File: config.mk
export PLATFORM = sky130hd
export DESIGN_NAME = rail_por_gen
export DESIGN_NICKNAME = d
export VERILOG_FILES = /design/src/rtl/rail_por_pkg.sv /design/src/rtl/flag_sync.sv /design/src/rtl/dwell_timer.sv /design/src/rtl/rail_por_gen.sv
export SDC_FILE = /design/constraint.sdc
export NUM_CORES = 1
export LEC_CHECK = 0
export BUFFER_PORTS_ARGS = -buffer_cell sky130_fd_sc_hd__buf_2
export CAP_MARGIN = 20
export CORE_UTILIZATION = 45
export CTS_BUF_LIST = sky130_fd_sc_hd__clkbuf_16
export CTS_CLUSTER_SIZE = 10
export DETAILED_ROUTE_END_ITERATION = 7
export REMOVE_ABC_BUFFERS = 1
export SLEW_MARGIN = 0
export SYNTH_ARGS = -nofsm -noshare
export SYNTH_HDL_FRONTEND = slang
export SYNTH_HIERARCHICAL = 1
export SYNTH_SLANG_ARGS = --single-unit
export TNS_END_PERCENT = 5
File: constraint.sdc
create_clock -name clk -period 1.97 [get_ports clk]
set_clock_uncertainty 0.2 [all_clocks]
set_input_delay 0.2955 -clock clk [delete_from_list [all_inputs] [get_ports clk]]
set_output_delay 0.2955 -clock clk [all_outputs]
set_load 0.1 [all_outputs]
File: src/rtl/rail_por_pkg.sv
package rail_por_pkg;

  typedef enum logic [1:0] {
    PH_WAIT_HI  = 2'd0,
    PH_HOLDOFF  = 2'd1,
    PH_ACTIVE   = 2'd2
  } por_phase_e;

  // Counter width able to hold the value 'limit'.
  function automatic int cnt_width(input int limit);
    return (limit < 2) ? 1 : $clog2(limit + 1);
  endfunction

  // Consecutive high samples needed for release (qualify + hold + two confirm edges).
  function automatic int hi_streak_need(input int hi_q, input int hold);
    return hi_q + hold + 2;
  endfunction

  // Consecutive low samples needed to trip (strictly longer than the filter).
  function automatic int lo_streak_need(input int lo_q);
    return lo_q + 1;
  endfunction

endpackage

File: src/rtl/flag_sync.sv
module flag_sync #(
  parameter int STAGES = 2
) (
  input  logic clk,
  input  logic d_i,
  output logic q_o
);

  logic [STAGES-1:0] sh_q = '0;

  always_ff @(posedge clk) begin
    sh_q <= {sh_q[STAGES-2:0], d_i};
  end

  assign q_o = sh_q[STAGES-1];

endmodule

File: src/rtl/dwell_timer.sv
module dwell_timer
  import rail_por_pkg::*;
#(
  parameter int LIMIT = 16
) (
  input  logic clk,
  input  logic run_i,
  output logic done_o
);

  localparam int W = cnt_width(LIMIT);
  localparam logic [W-1:0] LIM_V = W'(LIMIT);

  logic [W-1:0] cnt_q = '0;

  // Counts while run_i holds, saturates at LIMIT, clears on any gap.
  always_ff @(posedge clk) begin
    if (!run_i)
      cnt_q <= '0;
    else if (cnt_q != LIM_V)
      cnt_q <= cnt_q + 1'b1;
  end

  assign done_o = (cnt_q == LIM_V);


  always_comb begin
    count_bound_chk: assert (cnt_q <= LIM_V);
  end

endmodule

File: src/rtl/rail_por_gen.sv
module rail_por_gen
  import rail_por_pkg::*;
#(
  parameter int HI_QUAL_CYC = 64,
  parameter int HOLD_CYC    = 12,
  parameter int LO_QUAL_CYC = 352,
  parameter int SYNC_STAGES = 2
) (
  input  logic clk,
  input  logic above_hi_i,
  input  logic below_lo_i,
  output logic por_rst_n_o
);

  logic hi_s, lo_s;
  logic hi_run, hold_run, lo_run;
  logic hi_done, hold_done, lo_done;
  logic release_evt, trip_evt;

  por_phase_e phase_q = PH_WAIT_HI;
  por_phase_e phase_d;
  logic rst_n_q = 1'b0;
  logic live_q  = 1'b0;

  flag_sync #(.STAGES(SYNC_STAGES)) u_sync_hi (
    .clk (clk), .d_i (above_hi_i), .q_o (hi_s)
  );
  flag_sync #(.STAGES(SYNC_STAGES)) u_sync_lo (
    .clk (clk), .d_i (below_lo_i), .q_o (lo_s)
  );

  assign hi_run   = (phase_q == PH_WAIT_HI) && hi_s;
  assign hold_run = (phase_q == PH_HOLDOFF) && hi_s;
  assign lo_run   = (phase_q == PH_ACTIVE)  && lo_s;

  dwell_timer #(.LIMIT(HI_QUAL_CYC)) u_hi_tmr (
    .clk (clk), .run_i (hi_run), .done_o (hi_done)
  );
  dwell_timer #(.LIMIT(HOLD_CYC)) u_hold_tmr (
    .clk (clk), .run_i (hold_run), .done_o (hold_done)
  );
  dwell_timer #(.LIMIT(LO_QUAL_CYC)) u_lo_tmr (
    .clk (clk), .run_i (lo_run), .done_o (lo_done)
  );

  // Named events for the checks below.
  assign release_evt = (phase_q == PH_HOLDOFF) && hi_s && hold_done;
  assign trip_evt    = (phase_q == PH_ACTIVE) && lo_s && lo_done;

  always_comb begin
    phase_d = phase_q;
    unique case (phase_q)
      PH_WAIT_HI: if (hi_done && hi_s) phase_d = PH_HOLDOFF;
      PH_HOLDOFF: begin
        if (!hi_s)          phase_d = PH_WAIT_HI;
        else if (hold_done) phase_d = PH_ACTIVE;
      end
      PH_ACTIVE:  if (trip_evt) phase_d = PH_WAIT_HI;
      default:    phase_d = PH_WAIT_HI;
    endcase
  end

  always_ff @(posedge clk) begin
    phase_q <= phase_d;
    rst_n_q <= (phase_d == PH_ACTIVE);
    live_q  <= 1'b1;
  end

  assign por_rst_n_o = rst_n_q;


  release_gate_chk: assert property (@(posedge clk) disable iff (!live_q)
    $rose(por_rst_n_o) |-> $past(release_evt));


  trip_gate_chk: assert property (@(posedge clk) disable iff (!live_q)
    $fell(por_rst_n_o) |-> $past(trip_evt));


  hold_low_chk: assert property (@(posedge clk) disable iff (!live_q)
    (!por_rst_n_o && !hi_s) |=> !por_rst_n_o);


  dip_ignore_chk: assert property (@(posedge clk) disable iff (!live_q)
    (por_rst_n_o && !lo_s) |=> por_rst_n_o);

endmodule

======== Word-level counts from Yosys, hierarchy flattened ========
Cells that the tools add are included.
storage, ports and cells
  bits in registers ....................... 27
  input bits .............................. 3
  output and inout port bits .............. 1
cells by class
  $add $sub $neg .......................... 3
  eq/ne operators ......................... 9
  multiplexer cells ....................... 5
  reductions and logical operators ........ 6
operators by type and width
  cell                                                             count
  9-bit by 1-bit adder with 9-bit output, second input constant    1
  9-bit == test, second input constant                             1
  9-bit != test, second input constant                             1
  2-bit two-way mux                                                4
  7-bit by 1-bit adder with 7-bit output, second input constant    1
  7-bit == test, second input constant                             1
  7-bit != test, second input constant                             1
  2-bit one-hot mux with 3 select lines                            1
  1-bit logical AND                                                5
  4-bit by 1-bit adder with 4-bit output, second input constant    1
  2-bit == test, second input constant                             2
  4-bit == test, second input constant                             1
  4-bit != test, second input constant                             1
  2-bit by 1-bit == test with 1-bit output, second input constant  1
  2-bit zero test                                                  1

======== Depth between registers and ports, before layout ========
Gate-level depths: netlist of the first run.
  depth in word-level cells ............... 6
  gate-level depth with buffers ........... 7
  depth with buffers taken out ............ 7

======== Hierarchy ========
Netlist of the first run, hierarchy kept.
by module, submodules not included
  module                    times used  cells each  area an instance (µm²)  seq. area each (µm²)
  dwell_timer (u_lo_tmr)    1           51          449.2                   180.2
  dwell_timer (u_hi_tmr)    1           38          341.6                   140.1
  dwell_timer (u_hold_tmr)  1           22          207.7                   80.1
  rail_por_gen              1           15          138.9                   60.1
  flag_sync                 2           2           40.0                    40.0

======== Worst setup path before layout of the first run ========
No wires, ideal clock.
  path type ............................... flip-flop to flip-flop
  from .................................... register u_lo_tmr.cnt_q[2]
  to ...................................... register phase_q[1]
  library setup time ...................... 0.117 ns
  arrival time ............................ 1.277 ns
  slack ................................... 0.375 ns
  stages on the path, launching flop included .. 5
  buffers on the path ..................... 0
  clock period less this slack ............ 1.595 ns
  path through ............................ dfxtp_1 > or4_4 > nor2_2 > nand2_1 > a32o_1
on the way
  word-level cells in the longest chain between the ends .. 4
RTL lines
  element                                RTL line            text
  from (decl)                            dwell_timer.sv:14   logic [W-1:0] cnt_q = '0;
  from (signal assigned)                 dwell_timer.sv:21   cnt_q <= cnt_q + 1'b1;
  9-bit == test                          dwell_timer.sv:24   assign done_o = (cnt_q == LIM_V);
  via lo_done                            rail_por_gen.sv:17  logic hi_done, hold_done, lo_done;
  1-bit logical AND                      rail_por_gen.sv:48  assign trip_evt = (phase_q == PH_ACTIVE) && lo_s && lo_done;
  2-bit two-way mux                      rail_por_gen.sv:58  PH_ACTIVE: if (trip_evt) phase_d = PH_WAIT_HI;
  2-bit one-hot mux with 3 select lines  rail_por_gen.sv:52  unique case (phase_q)
  via phase_d[1]                         rail_por_gen.sv:21  por_phase_e phase_d;
  to (signal assigned)                   rail_por_gen.sv:64  phase_q <= phase_d;
  to (decl)                              rail_por_gen.sv:20  por_phase_e phase_q = PH_WAIT_HI;
The timed path passes the listed nets, and every way through them passes these cells.
A chain may end at the register's enable or synchronous reset.

======== Worst setup path in the final report of the first run ========
  from .................................... register u_lo_tmr.cnt_q[2]
  to ...................................... register rst_n_q, in the netlist por_rst_n_o
on the way
  word-level cells in the longest chain between the ends .. 5
RTL lines
  element                                RTL line            text
  9-bit == test                          dwell_timer.sv:24
  via lo_done                            rail_por_gen.sv:17
  1-bit logical AND                      rail_por_gen.sv:48
  2-bit two-way mux                      rail_por_gen.sv:58
  2-bit one-hot mux with 3 select lines  rail_por_gen.sv:52
  2-bit == test                          rail_por_gen.sv:65  rst_n_q <= (phase_d == PH_ACTIVE);
  to (signal assigned)                   rail_por_gen.sv:65
  to (decl)                              rail_por_gen.sv:22  logic rst_n_q = 1'b0;
The timed path passes the listed nets, and every way through them passes these cells.

==> flow_summary.toml, run 1 <==
[outcome]
status = "completed"

[clock_tree]
clk_pin_slew_worst_paths_ns = 0.06
cts_setup_buffers = 0
htree_levels = 1
cts_buffer_depth = 2
cts_root_buffer = "clkbuf_16"
hold_buffers = 2
cts_made_buffers = 3
clk_latency_ns = 0.25
post_cts_resized = 0
cts_sinks = 27
cts_tree = "yes"

[place]
place.gp.congestion = 0.810
placed_cell_area_um2 = 1250
port_buffers = 3
dp_hpwl_mm = 1.35

[floorplanning]
core_um2 = 2520
dieWidth_um = 54.0
initial_core_util = 0.483
die_h_um = 54.0
io_pins = 4
dieArea_um2 = 2920
rows = 18

[critical_path]
crit_family = "simple AND/OR/NAND/NOR gates"
worstPathArrival_ns = 1.63
crit_chain = "or4_4 > nor2_2 > nand2_1 > a32o_1"
cp_slowest_cell = "or4_4"
cp.required_ns = 1.92
cp_max_fo = 7
path_buf_inv = 0
endpoint_kind = "flip-flop"
cpPeakStageDelay_ns = 0.54
crit_type = "reg -> reg"
crit_path_start_kind = "flip-flop"

[route]
postRouteAntennaNets = 0
drtIter0Drc = 10
drt_first_pass_iters = 4
vias = 880
routedWlPerCell_um = 11.3
drc = 0
via_per_inst = 5.27
routed_wl_mm = 1.88

[global_route]
gr-usage-all-layers = 0.160
grt_overflow_total = 0
grt_max_degree = 15
first_global_vias = 819
antenna_found_initial = 0
grt_pass1_wl_mm = 3.37

[sta]
slew_headroom = 0.686
final-hold-violation-count = 0
rsz0062_at_grt = "false"
worstMarginPinSlew_ns = 0.469
tns_ns = 0
min_period_ns = 1.68
finalSetupViolCount = 0
max_freq_ghz = 0.594
fin_crit_sh = 0.855
report.final.slew_viol_count = 0

[layout]
fillers = 235
fin_area_um2 = 1350
drive_above_1_share = 0.0876
multi_input_area_um2 = 631
syn_to_final_growth_pct = 11.2
diodes = 0
fin_nets = 147
seq_area_um2 = 541

[yosys]
yosys_most_used_dff = "dfxtp_1"
syn_avg_cell_area_um2 = 9.36
synthTopCellsByArea = "dfxtp_1 (44%), ha_1 (6.2%), mux2i_1 (4.9%), nand2_1 (4.6%), nand2b_1 (3.6%)"
synth_cell_types = 33
synth_area_um2 = 1220
synth_area_leader_cell = "dfxtp_1"
async_flop_share = 0
yosys.cell_count.top_type = "dfxtp_1"
ys_ff_latch = 27
syn_inst = 130
synth_warnings = 6
yosysTopAreaCellShare = 0.444
synth_commonest_cells = "dfxtp_1 (27), nand2_1 (15)"
ys_seq_area_frac = 0.444
synth-edff-count = 0

[pwr]
p_leak_nw = 0.510
power_density_nw_per_um2 = 762
peakVddDrop_mv = 0.523

[job]
max_cap_viol_count = 0

[hold_path]
hold_class = "reg -> reg"
==> per-stage QoR <==
stage	hold WS (ns)	total power, mW	std cells	utilization	setup WS [ns]
floorplan	0.110	0.592	128	-	0.375
global placement	0.113	0.597	161	0.498	0.333
detailed placement	0.114	0.599	161	0.498	0.299
CTS	0.130	1.06	167	0.537	0.290
global route	0.134	1.08	167	0.537	0.120
finish	0.127	1.03	167	0.537	0.287
==> worst reg2reg max path, cell delays in order (launching register included) <==
cell,delay [ns]
dfxtp_1,0.36
or4_4,0.54
nor2_2,0.18
nand2_1,0.09
a32o_1,0.20
==> per-layer routing <==
layer / global-route usage / share of wire / vias to the layer above / routed length [um]
met5: 0 / 0 / - / 0
met4: 0.0769 / 0.0064 / 0 / 12
met3: 0.0254 / 0.020 / 2 / 38
met2: 0.255 / 0.44 / 7 / 834
met1: 0.208 / 0.53 / 406 / 993
li1: - / - / 465 / -
==> path summary, 6_finish.rpt <==
kind,startpoint,to,slack [ns],cells past startpoint
hold / removal,u_sync_lo/sh_q[0],u_sync_lo/sh_q[1],0.13,0
setup / recovery,u_lo_tmr/cnt_q[2],por_rst_n_o,0.29,4
hold reg to reg,u_sync_lo/sh_q[0],u_sync_lo/sh_q[1],0.13,0
setup reg to reg,u_lo_tmr/cnt_q[2],por_rst_n_o,0.29,4
==> state kept, by name, summed over array words and instances, names as in the netlist <==
name / cells
por_rst_n_o: 1
u_sync_hi/sh_q: 2
u_lo_tmr/cnt_q: 9
u_hold_tmr/cnt_q: 4
phase_q: 2
u_hi_tmr/cnt_q: 7
u_sync_lo/sh_q: 2
==> cells in the final DEF (no fill, tap or decap), types with 3 or more instances in the layout <==
cell | synthesis | layout
a21boi_0 | 5 | 5
and2_1 | 4 | 4
and3_1 | 4 | 4
buf_2 | 0 | 3
clkbuf_16 | 0 | 3
dfxtp_1 | 27 | 27
ha_1 | 6 | 6
inv_1 | 7 | 8
mux2i_1 | 6 | 6
nand2_1 | 15 | 15
nand2b_1 | 7 | 7
nand3_1 | 7 | 7
nand4_1 | 4 | 4
o21ai_0 | 7 | 7
or3_1 | 5 | 5
xnor2_1 | 4 | 4
==> cells by family after synthesis <==
logic type / synth area share
compound gates: 0.105
xor+xnor: 0.0360
fa+ha+maj: 0.0617
buf+inv: 0.0380
flops: 0.444
mux: 0.0493
simple gates: 0.266
==> power breakdown <==
group          switching, mW  internal, mW  leakage, nW
Sequential           0.00725         0.556        0.220
Clock                  0.171         0.271       0.0423
Combinational         0.0122        0.0138        0.248
==> area by class of cell <==
| cell class | instances | area share |
|---|---|---|
| Clock buffer | 3 | 0.0555 |
| Clock inverter | 1 | 0.00277 |
| Inverter | 8 | 0.0231 |
| Multi-Input combinational cell | 93 | 0.466 |
| Sequential cell | 27 | 0.399 |
| Tap cell | 30 | 0.0277 |
| Timing Repair Buffer | 5 | 0.0259 |
Note: power is estimated with default switching activity, not from simulation.
==> run 2, diff against run 1 <==
- BUFFER_PORTS_ARGS: -buffer_cell sky130_fd_sc_hd__buf_2 -> default
- DONT_BUFFER_PORTS: default -> 1
==> flow_summary.toml, run 2 (synthesis results as in run 1) <==
[global_route]
first_global_vias = 830
grt_pass1_wl_mm = 3.39
grt_max_degree = 16
gr-usage-all-layers = 0.161
antenna_found_initial = 0
grt_overflow_total = 0

[sta]
holdWs_ns = 0.128
tns_ns = 0
slew_headroom = 0.660
max_freq_ghz = 0.594
min_period_ns = 1.68
worstMarginPinSlew_ns = 0.508
fin_crit_sh = 0.855
final-hold-violation-count = 0
finalSetupViolCount = 0
rsz0062_at_grt = "false"
report.final.slew_viol_count = 0

[critical_path]
cpPeakStageDelay_ns = 0.54
crit_type = "reg -> reg"
endpoint_kind = "flip-flop"
critPathLaunch = "u_lo_tmr/cnt_q[2]"
cp.required_ns = 1.92
worstPathArrival_ns = 1.64
crit_chain = "or4_4 > nor2_2 > nand2_1 > a32o_1"
reg2reg_depth = 4
rr_startpoint = "u_lo_tmr/cnt_q[2]"
cp_max_fo = 7
crit_path_start_kind = "flip-flop"
cp_slowest_cell = "or4_4"

[clock_tree]
cts_buffer_depth = 2
htree_levels = 1
cts_tree = "yes"
cts_root_buffer = "clkbuf_16"
clk_pin_slew_worst_paths_ns = 0.07
cts_made_buffers = 3
hold_buffers = 2
post_cts_resized = 0
cts_setup_buffers = 0
cts_sinks = 27
clk_latency_ns = 0.26

[pwr]
p_leak_nw = 0.501
p_int_mw = 0.842
p_sw_frac = 0.193
clkPwrFrac = 0.436
peakVddDrop_mv = 0.509
power_density_nw_per_um2 = 774
power.share.sequential = 0.540
p_sw_mw = 0.201
p_comb_frac = 0.024

[floorplanning]
io_pins = 4
die_h_um = 54.0
rows = 18
initial_core_util = 0.483
dieWidth_um = 54.0
dieArea_um2 = 2920
core_um2 = 2520

[place]
dp_hpwl_mm = 1.34
place.gp.congestion = 0.788
port_buffers = 0
dp_cells = 159

[route]
drtIter0Drc = 13
vias = 872
via_per_inst = 5.28
routedWlPerCell_um = 11.2
routed_wl_mm = 1.85
postRouteAntennaNets = 0
drc = 0
drt_first_pass_iters = 4

[layout]
regMostFlops = "u_lo_tmr/cnt_q"
largest_registers = "u_lo_tmr/cnt_q: 9 flops, u_hi_tmr/cnt_q: 7 flops, u_hold_tmr/cnt_q: 4 flops"
syn_to_final_growth_pct = 10.7
largest_register_ffs = 9
drive_above_1_share = 0.0815
fin_nets = 145
diodes = 0
layout_commonest_cell = "dfxtp_1"
final_cells = 165
final_cell_mix = "dfxtp_1 (27), nand2_1 (15)"

[hold_path]
hold_class = "reg -> reg"
whs_path_depth = 0
min_from = "u_sync_hi/sh_q[0]"

[outcome]
status = "completed"

[job]
max_cap_viol_count = 0
## run 2: final timing paths
path	to	slack [ns]
max	phase_q[1]	0.29
min	u_sync_hi/sh_q[1]	0.13
max reg2reg	phase_q[1]	0.29
min reg2reg	u_sync_hi/sh_q[1]	0.13
## run 2: worst max-delay path: cells and delay by family, from the launching register on
family             cells  cell delay [ns]
and+or+nand+nor        3             0.82
DFF                    1             0.36
AOI/OAI and AO/OA      1             0.21
## run 2: cell type report
class                           instances  area (um^2)
Fill cell                             231         1170
Multi-Input combinational cell         93          631
Sequential cell                        27          541
Clock buffer                            3         75.1
Tap cell                               30         37.5
Inverter                                8         31.3
Timing Repair Buffer                    3         27.5
Clock inverter                          1         5.00
## run 2: layer usage
| metal | vias to the layer above | share of wire | track usage |
|---|---|---|---|
| li1 | 464 | - | - |
| met1 | 403 | 0.52 | 0.198 |
| met2 | 3 | 0.46 | 0.274 |
| met3 | 2 | 0.013 | 0.0254 |
| met4 | 0 | 0.0054 | 0.0769 |
| met5 | - | 0 | 0 |
## run 2: metrics by stage
step	power, mW	setup WS (ns)	area [um^2]	util
after floorplan	0.592	0.375	1200	-
after global placement	0.596	0.329	1250	0.495
after detailed placement	0.598	0.305	1250	0.495
after CTS	1.06	0.289	1350	0.534
after global routing	1.08	0.200	1350	0.534
final	1.04	0.285	1350	0.534
## run 2: power by group through the flow
stage | clock [mW] | sequential, mW | combinational, mW
3_5_place_dp | 0 | 0.575 | 0.0222
2_1_floorplan | 0 | 0.574 | 0.0180
3_3_place_gp | 0 | 0.575 | 0.0206
6_report | 0.455 | 0.563 | 0.0252
4_1_cts | 0.476 | 0.563 | 0.0254
5_1_grt | 0.489 | 0.564 | 0.0303
